### src/rtl/evu_pkg.sv
package evu_pkg;

  // Event codes; the vector address is the code shifted left by three.
  typedef enum logic [2:0] {
    EV_RST  = 3'd0,
    EV_UVEC = 3'd1,
    EV_IRQ  = 3'd2,
    EV_BRK  = 3'd3,
    EV_EXC  = 3'd4,
    EV_NONE = 3'd7
  } evt_e;

  localparam int unsigned NUM_EVT = 5;

  // Low bits of the vector address for an event.
  function automatic logic [5:0] vec_low(evt_e k);
    return {k, 3'b000};
  endfunction

endpackage

### src/rtl/evu_arb.sv
module evu_arb
  import evu_pkg::*;
(
  input  logic                 req_rst,
  input  logic                 req_exc,
  input  logic                 req_brk,
  input  logic                 req_irq,
  input  logic                 req_uvec,
  input  logic                 ie,
  input  logic                 ee,
  input  logic                 bip,
  input  logic                 eip,
  output logic [NUM_EVT-1:0]   grant,
  output evt_e                 kind
);

  logic [NUM_EVT-1:0] elig;

  // Eligibility, indexed by event code.
  always_comb begin
    elig          = '0;
    elig[EV_RST]  = req_rst;
    elig[EV_UVEC] = req_uvec;
    elig[EV_IRQ]  = req_irq & ie & ~bip & ~eip;
    elig[EV_BRK]  = req_brk & ~bip;
    elig[EV_EXC]  = req_exc & ee;
  end

  // The highest non-reset code wins; reset then overrides everything.
  always_comb begin
    kind = EV_NONE;
    for (int i = 1; i < NUM_EVT; i++) begin
      if (elig[i]) kind = evt_e'(3'(i));
    end
    if (elig[EV_RST]) kind = EV_RST;
  end

  generate
    for (genvar g = 0; g < NUM_EVT; g++) begin : g_grant
      assign grant[g] = (kind == evt_e'(3'(g)));
    end
  endgenerate

  always_comb begin
    AST_RST_WINS: assert (!req_rst || kind == EV_RST);
  end

endmodule

### src/rtl/evu_status.sv
module evu_status
  import evu_pkg::*;
#(
  parameter int unsigned XLEN    = 32,
  parameter int unsigned CAUSE_W = 5,
  parameter bit          IE_INIT = 1'b1,
  parameter bit          EE_INIT = 1'b1
) (
  input  logic               clk,
  input  logic               rst_n,
  input  logic               take,
  input  evt_e               kind,
  input  logic               exc_ds,
  input  logic [CAUSE_W-1:0] cause,
  input  logic [XLEN-1:0]    exc_addr,
  input  logic [XLEN-1:0]    br_target,
  input  logic               ret_irq,
  input  logic               ret_brk,
  input  logic               ret_exc,
  output logic               ie,
  output logic               ee,
  output logic               bip,
  output logic               eip,
  output logic [CAUSE_W-1:0] esr_cause,
  output logic               esr_ds,
  output logic [XLEN-1:0]    ear,
  output logic [XLEN-1:0]    btr
);

  logic do_reset;
  logic idle;
  assign do_reset = take && (kind == EV_RST);
  assign idle     = !take;

  always_ff @(posedge clk or negedge rst_n) begin
    if (!rst_n) begin
      ie        <= IE_INIT;
      ee        <= EE_INIT;
      bip       <= 1'b0;
      eip       <= 1'b0;
      esr_cause <= '0;
      esr_ds    <= 1'b0;
      ear       <= '0;
      btr       <= '0;
    end else if (do_reset) begin
      ie        <= IE_INIT;
      ee        <= EE_INIT;
      bip       <= 1'b0;
      eip       <= 1'b0;
      esr_cause <= '0;
      esr_ds    <= 1'b0;
      ear       <= '0;
      btr       <= '0;
    end else if (take) begin
      case (kind)
        EV_IRQ: ie <= 1'b0;
        EV_BRK: bip <= 1'b1;
        EV_EXC: begin
          ee        <= 1'b0;
          eip       <= 1'b1;
          esr_cause <= cause;
          ear       <= exc_addr;
          esr_ds    <= exc_ds;
          if (exc_ds) btr <= br_target;
        end
        default: ;
      endcase
    end else begin
      if (ret_irq) ie <= 1'b1;
      if (ret_brk) bip <= 1'b0;
      if (ret_exc) begin
        ee  <= 1'b1;
        eip <= 1'b0;
      end
    end
  end

  AST_IRQ_CLEARS_IE: assert property (@(posedge clk) disable iff (!rst_n)
    (take && kind == EV_IRQ) |=> !ie);
  AST_BRK_SETS_BIP: assert property (@(posedge clk) disable iff (!rst_n)
    (take && kind == EV_BRK) |=> bip);
  AST_EXC_ENTRY: assert property (@(posedge clk) disable iff (!rst_n)
    (take && kind == EV_EXC) |=> (eip && !ee));
  AST_DS_BTR: assert property (@(posedge clk) disable iff (!rst_n)
    (take && kind == EV_EXC && exc_ds) |=> (esr_ds && btr == $past(br_target)));
  AST_RET_EXC: assert property (@(posedge clk) disable iff (!rst_n)
    (idle && ret_exc) |=> (ee && !eip));

endmodule

### src/rtl/evu_entry.sv
module evu_entry
  import evu_pkg::*;
#(
  parameter int unsigned XLEN    = 32,
  parameter int unsigned RIDX_W  = 5,
  parameter int unsigned IRQ_LR  = 14,
  parameter int unsigned BRK_LR  = 16,
  parameter int unsigned EXC_LR  = 17,
  parameter int unsigned PC_STEP = 4
) (
  input  logic              clk,
  input  logic              rst_n,
  input  evt_e              kind,
  input  logic [XLEN-1:0]   cur_pc,
  input  logic [RIDX_W-1:0] uvec_reg,
  input  logic              exc_ds,
  output logic              pc_load,
  output logic [XLEN-1:0]   pc_next,
  output logic [2:0]        evt_kind,
  output logic              lr_we,
  output logic [RIDX_W-1:0] lr_idx,
  output logic [XLEN-1:0]   lr_data
);

  function automatic logic [RIDX_W-1:0] link_index(evt_e k, logic [RIDX_W-1:0] chosen);
    case (k)
      EV_IRQ:  return RIDX_W'(IRQ_LR);
      EV_BRK:  return RIDX_W'(BRK_LR);
      EV_EXC:  return RIDX_W'(EXC_LR);
      default: return chosen;
    endcase
  endfunction

  function automatic logic [XLEN-1:0] link_value(evt_e k, logic [XLEN-1:0] pc);
    return (k == EV_EXC) ? pc + XLEN'(PC_STEP) : pc;
  endfunction

  function automatic logic link_write(evt_e k, logic ds);
    case (k)
      EV_UVEC, EV_IRQ, EV_BRK: return 1'b1;
      EV_EXC:                  return !ds;
      default:                 return 1'b0;
    endcase
  endfunction

  logic take;
  assign take = (kind != EV_NONE);

  always_ff @(posedge clk or negedge rst_n) begin
    if (!rst_n) begin
      pc_load  <= 1'b0;
      pc_next  <= '0;
      evt_kind <= EV_NONE;
      lr_we    <= 1'b0;
      lr_idx   <= '0;
      lr_data  <= '0;
    end else begin
      pc_load  <= take;
      evt_kind <= kind;
      lr_we    <= link_write(kind, exc_ds);
      if (take) begin
        pc_next <= XLEN'(vec_low(kind));
        lr_idx  <= link_index(kind, uvec_reg);
        lr_data <= link_value(kind, cur_pc);
      end
    end
  end

  AST_LINK_NEEDS_LOAD: assert property (@(posedge clk) disable iff (!rst_n)
    lr_we |-> pc_load);
  AST_DS_NO_LINK: assert property (@(posedge clk) disable iff (!rst_n)
    (kind == EV_EXC && exc_ds) |=> !lr_we);
  AST_EXC_LINK: assert property (@(posedge clk) disable iff (!rst_n)
    (kind == EV_EXC && !exc_ds) |=> (lr_data == $past(cur_pc) + XLEN'(PC_STEP)));

endmodule

### src/rtl/evt_vector_unit.sv
module evt_vector_unit
  import evu_pkg::*;
#(
  parameter int unsigned XLEN    = 32,
  parameter int unsigned RIDX_W  = 5,
  parameter int unsigned CAUSE_W = 5,
  parameter int unsigned IRQ_LR  = 14,
  parameter int unsigned BRK_LR  = 16,
  parameter int unsigned EXC_LR  = 17,
  parameter int unsigned PC_STEP = 4,
  parameter bit          IE_INIT = 1'b1,
  parameter bit          EE_INIT = 1'b1
) (
  input  logic               clk,
  input  logic               rst_n,
  input  logic               rst_req,
  input  logic               uvec_req,
  input  logic [RIDX_W-1:0]  uvec_reg,
  input  logic               irq_req,
  input  logic               brk_req,
  input  logic               exc_req,
  input  logic               exc_in_dslot,
  input  logic [CAUSE_W-1:0] exc_cause,
  input  logic [XLEN-1:0]    exc_addr,
  input  logic [XLEN-1:0]    br_target,
  input  logic [XLEN-1:0]    cur_pc,
  input  logic               ret_irq,
  input  logic               ret_brk,
  input  logic               ret_exc,
  output logic               pc_load,
  output logic [XLEN-1:0]    pc_next,
  output logic [2:0]         evt_kind,
  output logic               lr_we,
  output logic [RIDX_W-1:0]  lr_idx,
  output logic [XLEN-1:0]    lr_data,
  output logic               msr_ie,
  output logic               msr_ee,
  output logic               msr_bip,
  output logic               msr_eip,
  output logic [CAUSE_W-1:0] esr_cause,
  output logic               esr_ds,
  output logic [XLEN-1:0]    ear,
  output logic [XLEN-1:0]    btr
);

  logic [NUM_EVT-1:0] grant;
  evt_e               win_kind;
  logic               evt_take;

  evu_arb u_arb (
    .req_rst (rst_req),
    .req_exc (exc_req),
    .req_brk (brk_req),
    .req_irq (irq_req),
    .req_uvec(uvec_req),
    .ie      (msr_ie),
    .ee      (msr_ee),
    .bip     (msr_bip),
    .eip     (msr_eip),
    .grant   (grant),
    .kind    (win_kind)
  );

  assign evt_take = |grant;

  evu_status #(
    .XLEN(XLEN), .CAUSE_W(CAUSE_W), .IE_INIT(IE_INIT), .EE_INIT(EE_INIT)
  ) u_status (
    .clk      (clk),
    .rst_n    (rst_n),
    .take     (evt_take),
    .kind     (win_kind),
    .exc_ds   (exc_in_dslot),
    .cause    (exc_cause),
    .exc_addr (exc_addr),
    .br_target(br_target),
    .ret_irq  (ret_irq),
    .ret_brk  (ret_brk),
    .ret_exc  (ret_exc),
    .ie       (msr_ie),
    .ee       (msr_ee),
    .bip      (msr_bip),
    .eip      (msr_eip),
    .esr_cause(esr_cause),
    .esr_ds   (esr_ds),
    .ear      (ear),
    .btr      (btr)
  );

  evu_entry #(
    .XLEN(XLEN), .RIDX_W(RIDX_W), .IRQ_LR(IRQ_LR), .BRK_LR(BRK_LR),
    .EXC_LR(EXC_LR), .PC_STEP(PC_STEP)
  ) u_entry (
    .clk     (clk),
    .rst_n   (rst_n),
    .kind    (win_kind),
    .cur_pc  (cur_pc),
    .uvec_reg(uvec_reg),
    .exc_ds  (exc_in_dslot),
    .pc_load (pc_load),
    .pc_next (pc_next),
    .evt_kind(evt_kind),
    .lr_we   (lr_we),
    .lr_idx  (lr_idx),
    .lr_data (lr_data)
  );

  AST_IRQ_GATED: assert property (@(posedge clk) disable iff (!rst_n)
    (pc_load && evt_kind == 3'(EV_IRQ)) |-> $past(msr_ie && !msr_bip && !msr_eip));
  AST_NO_REQ_NO_LOAD: assert property (@(posedge clk) disable iff (!rst_n)
    !(rst_req || uvec_req || irq_req || brk_req || exc_req) |=> !pc_load);
  AST_ONE_GRANT: assert property (@(posedge clk) disable iff (!rst_n)
    $onehot0(grant));

endmodule

### config.mk
export PLATFORM = sky130hd
export DESIGN_NAME = evt_vector_unit
export DESIGN_NICKNAME = d
export VERILOG_FILES = /design/src/rtl/evu_pkg.sv /design/src/rtl/evu_arb.sv /design/src/rtl/evu_status.sv /design/src/rtl/evu_entry.sv /design/src/rtl/evt_vector_unit.sv
export SDC_FILE = /design/constraint.sdc
export NUM_CORES = 1
export LEC_CHECK = 0
export BUFFER_PORTS_ARGS = -buffer_cell sky130_fd_sc_hd__buf_2
export CAP_MARGIN = 20
export CORE_MARGIN = 5
export CORE_UTILIZATION = 46
export CTS_CLUSTER_DIAMETER = 100
export CTS_CLUSTER_SIZE = 10
export DETAILED_ROUTE_END_ITERATION = 10
export PLACE_DENSITY = 0.8
export SETUP_SLACK_MARGIN = 0.1
export SYNTH_ARGS = -nofsm -noshare
export SYNTH_HDL_FRONTEND = slang
export SYNTH_SLANG_ARGS = --single-unit
### constraint.sdc
create_clock -name clk -period 2.1 [get_ports clk]
set_input_delay 0.42 -clock clk [delete_from_list [all_inputs] [get_ports clk]]
set_output_delay 0.42 -clock clk [all_outputs]
set_load 0.01 [all_outputs]
Word-level counts from Yosys, hierarchy flattened

Cells that the tools add are included.

Equality and inequality tests: 8
Muxes and demuxes: 37
Add/subtract/negate cells: 1
Reduce and logical (&&, ||, !) cells: 16
Bitwise logic cells: 7

Operator list:

| kind                                                                  | count |
|---|---|
| 32-bit two-way mux                                                    | 8 |
| 32-bit by 3-bit adder with 32-bit output, second input constant       | 1 |
| 1-bit two-way mux                                                     | 19 |
| 3-bit two-way mux                                                     | 5 |
| 5-bit two-way mux                                                     | 3 |
| 5-bit case mux with 3 select lines                                    | 1 |
| 3-bit inequality test, second input constant                          | 4 |
| 3-bit nonzero test                                                    | 3 |
| 2-bit AND reduction                                                   | 4 |
| 3-bit by 2-bit equality test with 1-bit output, second input constant | 2 |
| 2-bit nonzero test                                                    | 3 |
| 1-bit bitwise AND                                                     | 5 |
| 5-bit OR reduction                                                    | 1 |
| 3-bit by 1-bit equality test with 1-bit output, second input constant | 1 |
| 3-bit equality test, second input constant                            | 1 |
| 3-bit zero test                                                       | 1 |
| 3-bit AND reduction                                                   | 1 |
| 3-bit OR reduction                                                    | 1 |
| 1-bit NOT                                                             | 2 |
| 1-bit case mux with 2 select lines                                    | 1 |
| 1-bit logical AND                                                     | 1 |
| 1-bit zero test                                                       | 1 |

Input bits: 117
Register bits after elaboration: 119

Depth between registers and ports, before layout

Depth after elaboration: 12
Mapped depth: 7

By module

Synthesis repeated with hierarchy kept, for this count alone.

Cell total of the unflattened synthesis: 561
Area, all modules: 5,530.3 µm²

Modules (own cells, without submodules):

| module          | sequential area each (µm²) | area an instance (µm²) | instances | cells each |
|---|---|---|---|---|
| evu_status      | 1,854.3                    | 2,832.7                | 1         | 259 |
| evu_entry       | 1,129.8                    | 2,568.7                | 1         | 282 |
| evu_arb         | 0.0                        | 116.4                  | 1         | 17 |
| evt_vector_unit | 0.0                        | 12.5                   | 1         | 3 |

Worst setup path before layout

No wires, ideal clock.

Path type: input port to flip-flop
Start: input port rst_req
End: register u_entry.lr_data[23]
Setup slack: 286 ps
Stages: 6
Required time: 1,975 ps
Path buffers: 1
Arrival: 1,690 ps
Library setup time: 125 ps
Path through: buf_4 > nand3b_4 > nor3_1 > nand4_1 > xnor2_1 > mux2_2

Word-level cells in the longest chain between the ends: 3
Elaborated cells on any way between the ends: 4
Classes of those cells: eq/ne: 2; mux: 2

RTL lines:

| element               | RTL line              | source |
|---|---|---|
| from (decl)           | evt_vector_unit.sv:16 | `input logic rst_req,` |
| 3-bit two-way mux (*) | evu_arb.sv:35         | `if (elig[EV_RST]) kind = EV_RST;` |
| 3-bit equality test   | evu_entry.sv:35       | `return (k == EV_EXC) ? pc + XLEN'(PC_STEP) : pc;` |
| 32-bit two-way mux    | evu_entry.sv:35       |  |
| to (signal assigned)  | evu_entry.sv:64       | `lr_data <= link_value(kind, cur_pc);` |
| to (decl)             | evu_entry.sv:22       | `output logic [XLEN-1:0] lr_data` |

Mark *: on every way between the ends. The rest lies on a longest branch, timed or not.
A chain may end at the register's enable or synchronous reset.

Final worst setup path

Start: register u_status.ie
End: register u_entry.lr_data[23]

Word-level cells in the longest chain between the ends: 9
Elaborated cells on any way between the ends: 10
Classes of those cells: eq/ne: 2; mux: 5; bitwise: 3

RTL lines:

| element                             | RTL line         | source |
|---|---|---|
| from (decl)                         | evu_status.sv:20 | `output logic ie,` |
| from (signal assigned)              | evu_status.sv:37 | `ie <= IE_INIT;` |
| from (signal assigned)              | evu_status.sv:46 | `ie <= IE_INIT;` |
| from (signal assigned)              | evu_status.sv:56 | `EV_IRQ: ie <= 1'b0;` |
| 1-bit bitwise AND (*) (3 in series) | evu_arb.sv:24    | `elig[EV_IRQ] = req_irq & ie & ~bip & ~eip;` |
| 3-bit two-way mux (*) (3 in series) | evu_arb.sv:33    | `if (elig[i]) kind = evt_e'(3'(i));` |
| 3-bit two-way mux (*)               | evu_arb.sv:35    |  |
| 3-bit equality test                 | evu_entry.sv:35  |  |
| 32-bit two-way mux                  | evu_entry.sv:35  |  |

Marks and branches as above.

==> metrics <==
crit-path cells=nand4bb_1 > nand3_2 > nor3_4 > inv_1 > mux2_2; # Post-CTS Setup Buffers=0; Residual DRC=0; I/O Buffers=approximately 240; slew of the pin with the lowest slew margin=around 550 ps; Placed Area=between 6000 and 7000 µm²; Max Cap Viol=0; crit share post-route=between 80% and 90%; initial drt markers=392; Sw Ratio=~25%; outcome=completed; fillers=between 900 and 1,000; YS warnings=0; Die Width=119 µm; placed insts=about 900; fin area=between 7000 and 8000 µm²; Peak Freq=about 570 MHz; clock buffer depth=2; multi-input gate area in the final layout=between 2000 and 2500 µm²; gpl congestion=0.866; initial antenna violation count=1; busiest grt layer=met2; DRT Pass-1 Iters=5; met1 GRT Util=25.3%; top area cells in the synthesized netlist=dfrtp_1 53%, nand2_1 8.4%, a22o_1 5.2%, a21oi_1 4.5%, buf_4 4.2%; Die Area=around 14,000 µm²; Yosys top cell by area=dfrtp_1; Hold WS=roughly 3.7 ps; fraction of layout cells with a size suffix above 1=just under 40%; root buf cell=clkbuf_16; setup TNS=0 ps; top cell type's share of synthesized area=52.6%; first-pass GRT wire length=23,900 µm; HP Class=in2async; max-slew violations=0; final hold vios=0; Critical Path Start Type=flop; number of routed nets with antenna violations=0; cell area after synthesis=about 5400 µm²; VDD IR max=between 0.0005 and 0.0006 V; data required time at the worst endpoint=2390 ps; vias per inst=slightly above 5; register clock-pin slew on the reported worst setup and hold paths=approximately 50 ps; via count=~4,700; H-tree Lvls=4; Resize count post-CTS=0; Reg power frac=between 40% and 50%; Critical Path AT=~2000 ps; Core Box Area=about 11,000 µm²; slowest CP cell=dfstp_2; RSZ-0062 raised after global routing=false; delay of the slowest critical-path stage=550 ps; CTS tree=yes; met3 Use GR=8.45%; Post-CTS Hold Buffers=0; Seq/Total Area, Yosys=55.0%; TritonCTS Buffers=17; minimum clock period after layout=around 1800 ps; Internal=around 4.6 mW; max_slew headroom=a little under two thirds; Post-Route WL=roughly 15,000 µm; GRT Util Overall=just over 20%; Top FF cell, synth=dfrtp_1; vias in the first global route=4,848; Static Leak=about 3.7 nW; FF+latch count, synth=around 120; per-cell routed wire length=approximately 16 µm; switching power=between 1.5 and 2 mW; met2 Use GR=32.9%; Final Skew=between 5 and 6 ps; grt total ovfl=0; Power Dens Cells=848 nW/µm²; Clock Latency Late Sink=400 ps; number of setup violations in the final report=0; Cells after Synth=between 500 and 600; clock share of power=45.4%; synthesized area per cell=between 10 and 15 µm²; area delta synth->final=33.7%; FF+latch area=2980 µm²; total power=~6.2 mW; largest fanout on the critical path=16; die extent in y=between 100 and 150 µm; clk sinks=roughly 120; Synth cell types=50; post-route insts no fill=~930; largest net degree at the start of global routing=53; Layout Nets=890; FP Rows=39; Post-synth EDFFs=0; Initial Utilization=between 40% and 50%; Worst Setup End Kind=flop; Synth async-reset ratio=100%; critical path class=reg2reg; Post-DP HPWL=between 10,000 and 15,000 µm; Logic pwr share=around 13%; I/O Pins=around 270; Ant. Diodes=0
per-stage QoR:
stage	utilization, %	worst slack, ps
floorplan	-	286
global placement	58.2	271
finish	63.2	345
detailed placement	58.2	204
CTS	63.2	318
global route	63.2	172
final cells by class:
class,count,area share [%]
clock buffers,30,7.51
clock inverters,2,0.483
well taps,143,2.47
repair buffers,251,18.3
flip-flops and latches,119,41.2
inverters,6,0.311
multi-input cells,377,29.8
sequential cells by signal (all words and copies together), names as in the netlist:
signal and flops:
u_status.esr_cause 5, u_status.ear 32, u_status.ie 1, u_status.esr_ds 1
u_entry.evt_kind 3, u_entry.pc_load 1, u_entry.pc_next 3, u_status.bip 1
u_status.ee 1, u_entry.lr_we 1, u_status.eip 1, u_entry.lr_data 32
u_status.btr 32, u_entry.lr_idx 5
cells in the final DEF (no fill, tap or decap), types with 3 or more instances in the layout:
cell / n
buf_2: 234
nand2_1: 122
dfrtp_1: 114
a21oi_1: 48
a22o_1: 32
conb_1: 29
xor2_1: 20
nor2_1: 17
clkbuf_16: 17
o21ai_0: 16
buf_4: 15
nand4_1: 11
o21ai_1: 10
xnor2_1: 9
clkbuf_8: 7
inv_1: 6
nand3_1: 6
clkbuf_1: 6
a21oi_2: 5
and3_1: 5
dfstp_2: 5
a211oi_1: 4
and2_1: 4
nand2b_1: 3
nor3_1: 3
nor3_2: 3
cell families (layout without fill, tap and decap cells):
kind of cell               after synthesis  in the layout  share of synthesized area (%)
other                                    1             29                         0.0691
xor gates and xnor gates                29             29                           4.68
muxes                                    2              2                          0.392
AOI/OAI and AO/OA                      123            123                           14.4
and+or+nand+nor                        193            193                           18.1
adders and majority gates                1              1                          0.231
buffers and inverters                   65            289                           7.15
DFF                                    119            119                           55.0
power by group through the flow:
stage | clock, mW | combinational [mW] | sequential, mW
2_1_floorplan | 0 | 0.357 | 2.64
3_3_place_gp | 0 | 0.810 | 2.57
3_5_place_dp | 0 | 0.831 | 2.57
4_1_cts | 2.85 | 0.832 | 2.54
5_1_grt | 2.96 | 0.912 | 2.56
6_report | 2.79 | 0.821 | 2.54
worst paths after layout:
path                                         start                   to  slack, ps  cells after the start
worst min register to register  u_entry.lr_data[0]   u_entry.lr_data[0]        470                      2
max in group asynchronous                    rst_n     u_status.btr[27]       1450                      2
worst max-delay path                   u_status.ie  u_entry.lr_data[23]        350                      5
worst max register to register         u_status.ie  u_entry.lr_data[23]        350                      5
worst min-delay path                         rst_n  u_entry.lr_data[28]          4                      1
min in group clk                           ret_brk         u_status.bip        190                      2
layer usage:
metal | part of all wire [%] | wire length, µm
met3 | 10 | 1460
met4 | 1.3 | 187
met5 | 0.089 | 13
met1 | 40 | 5790
met2 | 49 | 7170
cells in the mapped netlist, types with 3 or more instances:
| cell | count |
|---|---|
| buf_6 | 3 |
| buf_2 | 7 |
| and3_1 | 5 |
| buf_4 | 30 |
| xor2_1 | 20 |
| nand3_1 | 6 |
| o21ai_1 | 10 |
| nand4_1 | 11 |
| nand2_1 | 122 |
| a22o_1 | 32 |
| nor3_2 | 3 |
| xnor2_1 | 9 |
| o21ai_0 | 16 |
| clkbuf_1 | 14 |
| a21oi_1 | 49 |
| dfstp_2 | 5 |
| nor2_1 | 17 |
| nor3_1 | 3 |
| a211oi_1 | 4 |
| buf_1 | 5 |
| a21oi_2 | 4 |
| dfrtp_1 | 114 |
| nand2b_1 | 3 |
| and2_1 | 5 |
| inv_1 | 6 |
critical path: cells and delay by family, from the launching register on:
| kind | cells | cell delay (ps) |
|---|---|---|
| AND/OR/NAND/NOR | 3 | 320 |
| buffers and inverters | 1 | 380 |
| flip-flops | 1 | 550 |
| multiplexers | 1 | 400 |
(Power assumes the default switching activity.)
